**src/rtl/tf_seq_pkg.sv**
```systemverilog
// Shared types and constants for the task-file command sequencer.
// Assumes the fixed ATA task-file layout: 48-bit address, 16-bit count.
package tf_seq_pkg;

    // Steps in the order they are issued; increment order is behaviour.
    typedef enum logic [3:0] {
        ST_DEVSEL,
        ST_HOB_ON,
        ST_SC_HI,
        ST_LBA0_HI,
        ST_LBA1_HI,
        ST_LBA2_HI,
        ST_HOB_OFF,
        ST_SC_LO,
        ST_LBA0_LO,
        ST_LBA1_LO,
        ST_LBA2_LO,
        ST_CMD,
        ST_WAIT_XFER,
        ST_FLUSH
    } step_e;

    localparam logic [2:0] OFS_SECT = 3'd2;
    localparam logic [2:0] OFS_LBA0 = 3'd3;
    localparam logic [2:0] OFS_LBA1 = 3'd4;
    localparam logic [2:0] OFS_LBA2 = 3'd5;
    localparam logic [2:0] OFS_DEV  = 3'd6;
    localparam logic [2:0] OFS_CMD  = 3'd7;

    localparam logic [7:0] CTL_HOB_SET = 8'h80;
    localparam logic [7:0] CTL_HOB_CLR = 8'h00;
    localparam logic [7:0] DEV_BASE    = 8'hE0;

    // Captured request
    typedef struct packed {
        logic        drive;
        logic [47:0] lba;
        logic [15:0] count;
        logic        write;
        logic        dma;
        logic        ext;
    } req_t;

    // Transfer opcode picked from direction, mode and addressing
    function automatic logic [7:0] xfer_opcode(input logic wr, input logic dma, input logic ext);
        logic [7:0] op;
        case ({wr, dma, ext})
            3'b000:  op = 8'h20;
            3'b001:  op = 8'h24;
            3'b010:  op = 8'hC8;
            3'b011:  op = 8'h25;
            3'b100:  op = 8'h30;
            3'b101:  op = 8'h34;
            3'b110:  op = 8'hCA;
            default: op = 8'h35;
        endcase
        return op;
    endfunction

endpackage

```
**src/rtl/tf_req_check.sv**
```systemverilog
// Request limit check: count must be 1..MAX_SECT and the address must fit
// in ADDR_BITS bits. Purely combinational; assumes LBA_W >= 1.
module tf_req_check #(
    parameter int LBA_W     = 64,
    parameter int COUNT_W   = 9,
    parameter int MAX_SECT  = 128,
    parameter int ADDR_BITS = 48
) (
    input  logic [LBA_W-1:0]   lba,
    input  logic [COUNT_W-1:0] count,
    output logic               ok
);
    logic addr_fits;

    // Upper address bits must be clear when the port is wider than the limit
    generate
        if (LBA_W > ADDR_BITS) begin : g_wide
            assign addr_fits = (lba[LBA_W-1:ADDR_BITS] == '0);
        end else begin : g_narrow
            assign addr_fits = 1'b1;
        end
    endgenerate

    // Combine count range and address range
    always_comb begin
        ok = addr_fits && (count != '0) && (count <= COUNT_W'(MAX_SECT));
    end
endmodule

```
**src/rtl/tf_step_decode.sv**
```systemverilog
// Maps the current step and captured request to one register write:
// target (control or command block), offset and byte. Combinational.
module tf_step_decode
    import tf_seq_pkg::*;
(
    input  step_e      step,
    input  req_t       r,
    output logic       is_ctl,
    output logic [2:0] addr,
    output logic [7:0] data
);
    // Select target and byte for the step
    always_comb begin
        is_ctl = 1'b0;
        addr   = OFS_CMD;
        data   = 8'h00;
        case (step)
            ST_DEVSEL:  begin addr = OFS_DEV;  data = DEV_BASE | {3'b000, r.drive, 4'b0000}; end
            ST_HOB_ON:  begin is_ctl = 1'b1; addr = 3'd0; data = CTL_HOB_SET; end
            ST_SC_HI:   begin addr = OFS_SECT; data = r.count[15:8]; end
            ST_LBA0_HI: begin addr = OFS_LBA0; data = r.lba[31:24]; end
            ST_LBA1_HI: begin addr = OFS_LBA1; data = r.lba[39:32]; end
            ST_LBA2_HI: begin addr = OFS_LBA2; data = r.lba[47:40]; end
            ST_HOB_OFF: begin is_ctl = 1'b1; addr = 3'd0; data = CTL_HOB_CLR; end
            ST_SC_LO:   begin addr = OFS_SECT; data = r.count[7:0]; end
            ST_LBA0_LO: begin addr = OFS_LBA0; data = r.lba[7:0]; end
            ST_LBA1_LO: begin addr = OFS_LBA1; data = r.lba[15:8]; end
            ST_LBA2_LO: begin addr = OFS_LBA2; data = r.lba[23:16]; end
            ST_CMD:     begin addr = OFS_CMD;  data = xfer_opcode(r.write, r.dma, r.ext); end
            ST_FLUSH:   begin addr = OFS_CMD;  data = r.ext ? 8'hEA : 8'hE7; end
            default:    begin addr = OFS_CMD;  data = 8'h00; end
        endcase
    end
endmodule

```
**src/rtl/tf_cmd_seq.sv**
```systemverilog
// Task-file command sequencer top. Takes one request when idle, rejects it
// if out of limits, else issues the task-file writes one per accepted port
// cycle, waits for xfer_done after a write command, then issues the flush.
// Assumes reg_wr_ready may stall at any time; xfer_done is a level/pulse
// sampled only in the wait step.
module tf_cmd_seq
    import tf_seq_pkg::*;
#(
    parameter int LBA_W     = 64,
    parameter int COUNT_W   = 9,
    parameter int MAX_SECT  = 128,
    parameter int ADDR_BITS = 48
) (
    input  logic               clk,
    input  logic               rst_n,
    input  logic               req_valid,
    output logic               req_ready,
    input  logic               req_drive,
    input  logic [LBA_W-1:0]   req_lba,
    input  logic [COUNT_W-1:0] req_count,
    input  logic               req_write,
    input  logic               req_dma,
    input  logic               req_ext,
    input  logic               xfer_done,
    output logic               reg_wr_valid,
    input  logic               reg_wr_ready,
    output logic               reg_wr_ctl,
    output logic [2:0]         reg_wr_addr,
    output logic [7:0]         reg_wr_data,
    output logic               busy,
    output logic               done,
    output logic               err
);
    step_e step_q;
    step_e step_nx;
    req_t  cur_q;
    req_t  req_in;
    logic  req_ok;
    logic  last_step;

    tf_req_check #(
        .LBA_W(LBA_W), .COUNT_W(COUNT_W), .MAX_SECT(MAX_SECT), .ADDR_BITS(ADDR_BITS)
    ) u_check (
        .lba(req_lba), .count(req_count), .ok(req_ok)
    );

    tf_step_decode u_dec (
        .step(step_q), .r(cur_q),
        .is_ctl(reg_wr_ctl), .addr(reg_wr_addr), .data(reg_wr_data)
    );

    // Pack the incoming request into the captured form
    always_comb begin
        req_in.drive = req_drive;
        req_in.lba   = 48'(req_lba);
        req_in.count = 16'(req_count);
        req_in.write = req_write;
        req_in.dma   = req_dma;
        req_in.ext   = req_ext;
    end

    // Next step and end-of-request detection
    always_comb begin
        case (step_q)
            ST_DEVSEL:  step_nx = cur_q.ext ? ST_HOB_ON : ST_SC_LO;
            ST_CMD:     step_nx = ST_WAIT_XFER;
            ST_FLUSH:   step_nx = ST_FLUSH;
            default:    step_nx = step_e'(step_q + 4'd1);
        endcase
        last_step = (step_q == ST_FLUSH) || ((step_q == ST_CMD) && !cur_q.write);
    end

    assign req_ready    = !busy;
    assign reg_wr_valid = busy && (step_q != ST_WAIT_XFER);

    // Request accept, step advance and completion pulses
    always_ff @(posedge clk) begin
        if (!rst_n) begin
            busy   <= 1'b0;
            done   <= 1'b0;
            err    <= 1'b0;
            step_q <= ST_DEVSEL;
            cur_q  <= '0;
        end else begin
            done <= 1'b0;
            err  <= 1'b0;
            if (!busy) begin
                if (req_valid) begin
                    if (req_ok) begin
                        busy   <= 1'b1;
                        step_q <= ST_DEVSEL;
                        cur_q  <= req_in;
                    end else begin
                        err <= 1'b1;
                    end
                end
            end else if (step_q == ST_WAIT_XFER) begin
                if (xfer_done) step_q <= ST_FLUSH;
            end else if (reg_wr_ready) begin
                if (last_step) begin
                    busy <= 1'b0;
                    done <= 1'b1;
                end else begin
                    step_q <= step_nx;
                end
            end
        end
    end
endmodule

```
**config.mk**
```make
export PLATFORM = sky130hd
export DESIGN_NAME = tf_cmd_seq
export DESIGN_NICKNAME = d
export VERILOG_FILES = /design/src/rtl/tf_seq_pkg.sv /design/src/rtl/tf_req_check.sv /design/src/rtl/tf_step_decode.sv /design/src/rtl/tf_cmd_seq.sv
export SDC_FILE = /design/constraint.sdc
export NUM_CORES = 1
export LEC_CHECK = 0
export ABC_AREA = 1
export CAP_MARGIN = 10
export CORE_MARGIN = 3
export CORE_UTILIZATION = 45
export CTS_BUF_LIST = sky130_fd_sc_hd__clkbuf_8
export CTS_CLUSTER_DIAMETER = 50
export CTS_CLUSTER_SIZE = 8
export DETAILED_ROUTE_END_ITERATION = 12
export PLACE_DENSITY = 0.75
export RECOVER_POWER = 25
export SETUP_SLACK_MARGIN = 0.5
export SLEW_MARGIN = 10
export SYNTH_ARGS = -nofsm -noshare
export SYNTH_HDL_FRONTEND = slang
export SYNTH_HIERARCHICAL = 1
export SYNTH_SLANG_ARGS = --single-unit
```
**constraint.sdc**
```tcl
create_clock -name clk -period 2.8 [get_ports clk]
set_input_delay 0.7 -clock clk [delete_from_list [all_inputs] [get_ports clk]]
set_output_delay 0.7 -clock clk [all_outputs]
set_load 0.05 [all_outputs]
```
-- Yosys cells after proc, flatten, opt, wreduce, memory -nomap -nowiden
Cells that the tools add are included.
- bits in registers: 68
- input port bits: 82
- word-level logic and storage cells: 83
- add/sub/neg operators: 1
- order comparisons: 1
- equality and inequality tests: 23
- mux-type cells: 22
- bitwise operators: 4
- reductions and logical operators: 22
- operator list (operator ; count):
    8-bit one-hot mux with 12 select lines ; 1
    8-bit one-hot mux with 7 select lines ; 1
    4-bit two-way mux ; 8
    4-bit == test (second input constant) ; 6
    3-bit one-hot mux with 6 select lines ; 1
    4-bit by 3-bit == test with 1-bit output (second input constant) ; 4
    16-bit logical NOT ; 1
    4-bit one-hot mux with 3 select lines ; 1
    2-bit OR reduction ; 5
    3-bit == test (second input constant) ; 3
    9-bit by 8-bit less-or-equal comparator with 1-bit output (second input constant) ; 1
    1-bit two-way mux ; 9
    9-bit nonzero test ; 1
    4-bit by 2-bit == test with 1-bit output (second input constant) ; 2
    3-bit by 2-bit == test with 1-bit output (second input constant) ; 2
    3-bit by 2-bit != test with 1-bit output (second input constant) ; 2
    5-bit AND reduction ; 1
    4-bit by 1-bit adder with 4-bit output (second input constant) ; 1
    4-bit by 1-bit == test with 1-bit output (second input constant) ; 1
    1-bit logical AND ; 4
    4-bit logical NOT ; 1
    4-bit != test (second input constant) ; 1
    1-bit inverter ; 4
    2-bit nonzero test ; 2
    other kinds (9) ; 10

-- Longest topological paths before layout
- depth in word-level cells: 7
- mapped depth: 13
- mapped depth without buffers: 13

-- Modules after synthesis
Netlist, hierarchy kept.
- modules (own cells, without submodules) (module ; instances ; cells each ; area each (um^2) ; sequential area each (um^2)):
    tf_cmd_seq ; 1 ; 341 ; 2577.5 ; 1361.3
    tf_step_decode ; 1 ; 197 ; 927.1 ; 0.0
    tf_req_check ; 1 ; 36 ; 142.6 ; 0.0

-- Least setup slack after synthesis
OpenSTA, ideal clock, no wires.
- path type: register -> output
- start point: register step_q[3]
- end point: output reg_wr_ctl
- arrival: 1.682 ns
- required time: 2.100 ns
- setup slack: 0.418 ns
- stages on the path, launching flop included: 5
- path buffers: 1
- cells stage by stage: dfxtp_1 -> nor2_2 -> buf_6 -> inv_1 -> o22ai_1
- longest elaborated chain between the ends: 3
- elaborated cells on any way between the ends: 4
- those cells by class: 2 x eq/ne; 1 x mux; 1 x reduce/logical
- RTL lines (element ; RTL line ; source):
    start: declaration ; tf_cmd_seq.sv:34 ; step_e step_q;
    start signal: assignment ; tf_cmd_seq.sv:104 ; step_q <= step_nx;
    4-bit by 3-bit == test with 1-bit output or 4-bit by 1-bit == test with 1-bit output (tied branches) ; tf_step_decode.sv:17 ; case (step)
    2-bit OR reduction (no source line) (*) ; n/a ;
    1-bit two-way mux (*) ; tf_step_decode.sv:17 ;
    end: declaration ; tf_cmd_seq.sv:27 ; output logic reg_wr_ctl,
Every way passes the cells marked *; elsewhere a longest branch is shown, timed or not.

-- Worst setup path in the final report
- start point: input req_lba[49]
- end point: register step_q[2]
- longest elaborated chain between the ends: 5
- RTL lines (element ; RTL line ; source):
    start: declaration ; tf_cmd_seq.sv:19 ; input logic [LBA_W-1:0] req_lba,
    16-bit logical NOT ; tf_req_check.sv:18 ; assign addr_fits = (lba[LBA_W-1:ADDR_BITS] == '0);
    1-bit logical AND (2 in series) ; tf_req_check.sv:26 ; ok = addr_fits && (count != '0) && (count <= COUNT_W'(MAX_SECT));
    via req_ok ; tf_cmd_seq.sv:38 ; logic req_ok;
    2-bit nonzero test (no source line) ; n/a ;
    5-bit AND reduction (no source line) ; n/a ;
The timed path passes the listed nets, and every way through them passes these cells.
A chain may end at the register's enable or synchronous reset.

==> metrics <==
global-route wire length before repair=approximately 19,000 um; Filler cells=roughly 540; die footprint=about 0.0092 mm2; Slew Viols, Final=0; Distinct cells, synth=31; worst min path class=flip-flop to flip-flop; largest area contributor in the netlist=dfxtp_1; WP data arrival=2.81 ns; Reg2Reg Depth=10; Inst Count DP=~760; WL met3=~1600 um; Seq pwr share=0.494; antenna-violating nets left=0; critical path class=input port to flip-flop; Async S/R FF share, synth=0; ANT cells=0; antenna violations before repair=0; max_cap viols=0; Seq. cell area=~0.0014 mm2; routed length on met1=5480 um; Worst slew margin=0.183; PD cells=about 330 mW/mm2; setup TNS=0 ns; post-route insts no fill=820; minimum setup slack among reg-to-reg paths=about 0.98 ns; Vias/cell=5.75; CP max FO=5; pin count of the biggest net entering global routing=64; share of cells above drive strength 1=0.247; PortBufs=~100; clock network fraction of total power=0.428; root buffer cell=clkbuf_8; Post-synth EDFFs=0; total global-route track usage=0.268; multi-input logic area=between 0.002 and 0.0025 mm2; Top Layer Used=met4; Final HPWL DP=7520 um; Yosys warnings=6; worst-skew pair later-pin latency=0.36 ns; Combinational Power Share=0.078; top cell type's share of synthesized area=0.373; Clock Tree Buf Depth=2; Final Hold Viols=0; final net count=roughly 800; Power Internal=between 0.0015 and 0.002 W; Worst-path clk slew=about 0.070 ns; DR iter-0 viols=a little under 600; CTS tree=built; First-pass DRT Iterations=6; gr ovfl total=0; Net Switching=around 0.00045 W; Top FF cell, synth=dfxtp_1; IO Count=a little under 100; Worst Hold Launch=cur_q[47]$_SDFFE_PN0P_; H-tree depth=3; RR Endpoint=step_q[2]$_SDFFE_PN0P_; synthesized area per cell=6.35 um2; final wirelength=15,100 um; Worst setup EP type=flip-flop; Die W=about 96 um; Hold Crit Depth=2; area grow syn2layout=62.5%; vias in the first global route=a little over 4,000; CP Launch Type=input port; Min-Delay Endpoint=cur_q[47]$_SDFFE_PN0P_; register area share after synthesis=0.373; Initial Util=0.467; most used cell along the critical path=nor2_1; RSZ-0062 raised after global routing=yes; FMAX=about 400 MHz; reg2reg start=step_q[0]$_SDFFE_PN0P_; CTS Sinks=slightly below 70; wire length per cell=roughly 18 um; crit path cell chain=clkdlybuf4s50_1 > nor2_1 > nand3_1 > nor2_2 > nand2_1 > nor2_2 > nand2_2 > nor2_1 > nor2_1 > nand2_2 > nand3_1 > a21oi_1; critical path's slowest cell=clkdlybuf4s50_1; DR DRC count=0; final setup fails=0; crit share post-route=0.904; CP max stage delay=roughly 0.4 ns; Sw Ratio=0.231; Synth Instances=approximately 570; row cnt=32; clock skew=roughly 0.004 ns; Final min period=roughly 2.5 ns; Cell Area, Synth=~0.0036 mm2; required time of the critical path=just over 3 ns; Max VDD drop=0.366 mV; met2 wire len=a little over 7000 um; core area=0.00781 mm2; #FFs+latches synth=68; Synth area leaders=dfxtp_1 (37%), nor2_1 (18%), nand3_1 (10%); worst slew pin tran=1.23 ns; Final Wtd Congestion=0.913; Lkg Pwr=approximately 2.8 nW; status=finished, final reports clean; vias post-DR=roughly 4,700; CTS Buf Count=9; die height=around 96 um
-- worst max-delay path, delay by kind of cell --
kind                   cells  cell delay [ns]
AND/OR/NAND/NOR           10             1.52
buffers and inverters      1             0.40
AO/OA/AOI/OAI              1             0.17
-- Yosys cell counts, types with 3 or more instances --
library cell	number
dfxtp_1	68
nor2_1	178
a21oi_1	5
nand3_1	74
buf_2	7
nand2_2	5
ha_1	3
nand2_1	85
inv_1	32
buf_6	7
clkbuf_1	15
nor3_1	3
nor2_4	5
inv_2	5
o21ai_0	53
o21ai_1	10
nor2_2	4
-- cells by family (layout without fill, tap and decap cells) --
| group | after synthesis | after routing | share of synthesized area |
|---|---|---|---|
| DFF | 68 | 68 | 0.373 |
| xor gates and xnor gates | 1 | 1 | 0.00240 |
| adders and majority gates | 3 | 3 | 0.0103 |
| AOI/OAI and AO/OA | 74 | 74 | 0.106 |
| buffers and inverters | 68 | 203 | 0.0885 |
| other | 1 | 7 | 0.00103 |
| and+or+nand+nor | 359 | 362 | 0.419 |
-- cells in the final DEF (no fill, tap or decap), types with 12 or more instances in the layout --
cell type / synthesis / layout
nand3_2: 2 / 12
o21ai_0: 53 / 36
o21ai_2: 0 / 12
nor2_2: 4 / 21
o21ai_1: 10 / 15
buf_6: 7 / 17
inv_1: 32 / 29
nand2_1: 85 / 70
nand2_2: 5 / 15
nand3_1: 74 / 62
dlymetal6s2s_1: 0 / 16
nor2_4: 5 / 12
nor2_1: 178 / 157
dfxtp_1: 68 / 64
buf_12: 0 / 16
buf_4: 1 / 23
clkdlybuf4s50_1: 0 / 65
-- sequential cells by signal, indices dropped and copies added (netlist names) --
| register | cells |
|---|---|
| busy | 1 |
| cur_q | 61 |
| done | 1 |
| err | 1 |
| step_q | 4 |
-- layout make-up --
cell class	count	share of cell area
multi-input combinational	447	0.392
timing repair buffer	148	0.292
sequential	68	0.232
inverter	38	0.0279
clock buffer	10	0.0232
tap	102	0.0215
clock inverter	6	0.0108
timing repair inverter	1	0.00106
-- power groups by stage --
stage	clock network (W)	registers [W]	logic [W]
final	0.000835	0.000963	0.000153
after global routing	0.000879	0.000963	0.000163
after CTS	0.000825	0.000963	0.000152
after detailed placement	0	0.000990	0.000150
after global placement	0	0.000990	0.000149
after floorplan	0	0.000993	0.0000237
-- repair_timing --
action	4_1_cts	5_1_grt
endpoints found under the setup margin	15	78
gates cloned	5	8
buffers inserted	22	11
pin swaps	20	44
hold buffers	0	0
gates resized for setup	57	101
-- metal layers --
layer | GRT usage | vias up
met2 | 0.463 | 347
met4 | 0.0936 | 0
met3 | 0.0672 | 94
met1 | 0.322 | 2163
li1 | - | 2115
met5 | 0 | -
-- per-stage QoR --
step	power, W	hold slack [ns]	cell area, um2	worst slack [ns]	utilization
2_1_floorplan	0.00102	0.464	3680	0.563	-
3_3_place_gp	0.00114	0.485	4820	0.191	0.618
3_5_place_dp	0.00114	0.486	4820	0.177	0.618
4_1_cts	0.00194	0.506	5420	0.396	0.694
5_1_grt	0.00200	0.543	5930	0.0920	0.759
6_report	0.00195	0.509	5930	0.269	0.759
-- worst max path at each step --
stage	from	to	slack [ns]
2_1_floorplan	step_q[3]$_SDFFE_PN0P_	reg_wr_addr[1]	0.56
3_3_place_gp	req_count[7]	cur_q[11]$_SDFFE_PN0P_	0.19
3_5_place_dp	step_q[2]$_SDFFE_PN0P_	reg_wr_data[4]	0.18
4_1_cts	step_q[1]$_SDFFE_PN0P_	reg_wr_data[4]	0.40
5_1_grt	req_lba[49]	cur_q[61]$_SDFFE_PN0P_	0.09
6_report	req_lba[49]	step_q[2]$_SDFFE_PN0P_	0.27
(Power assumes the default switching activity.)
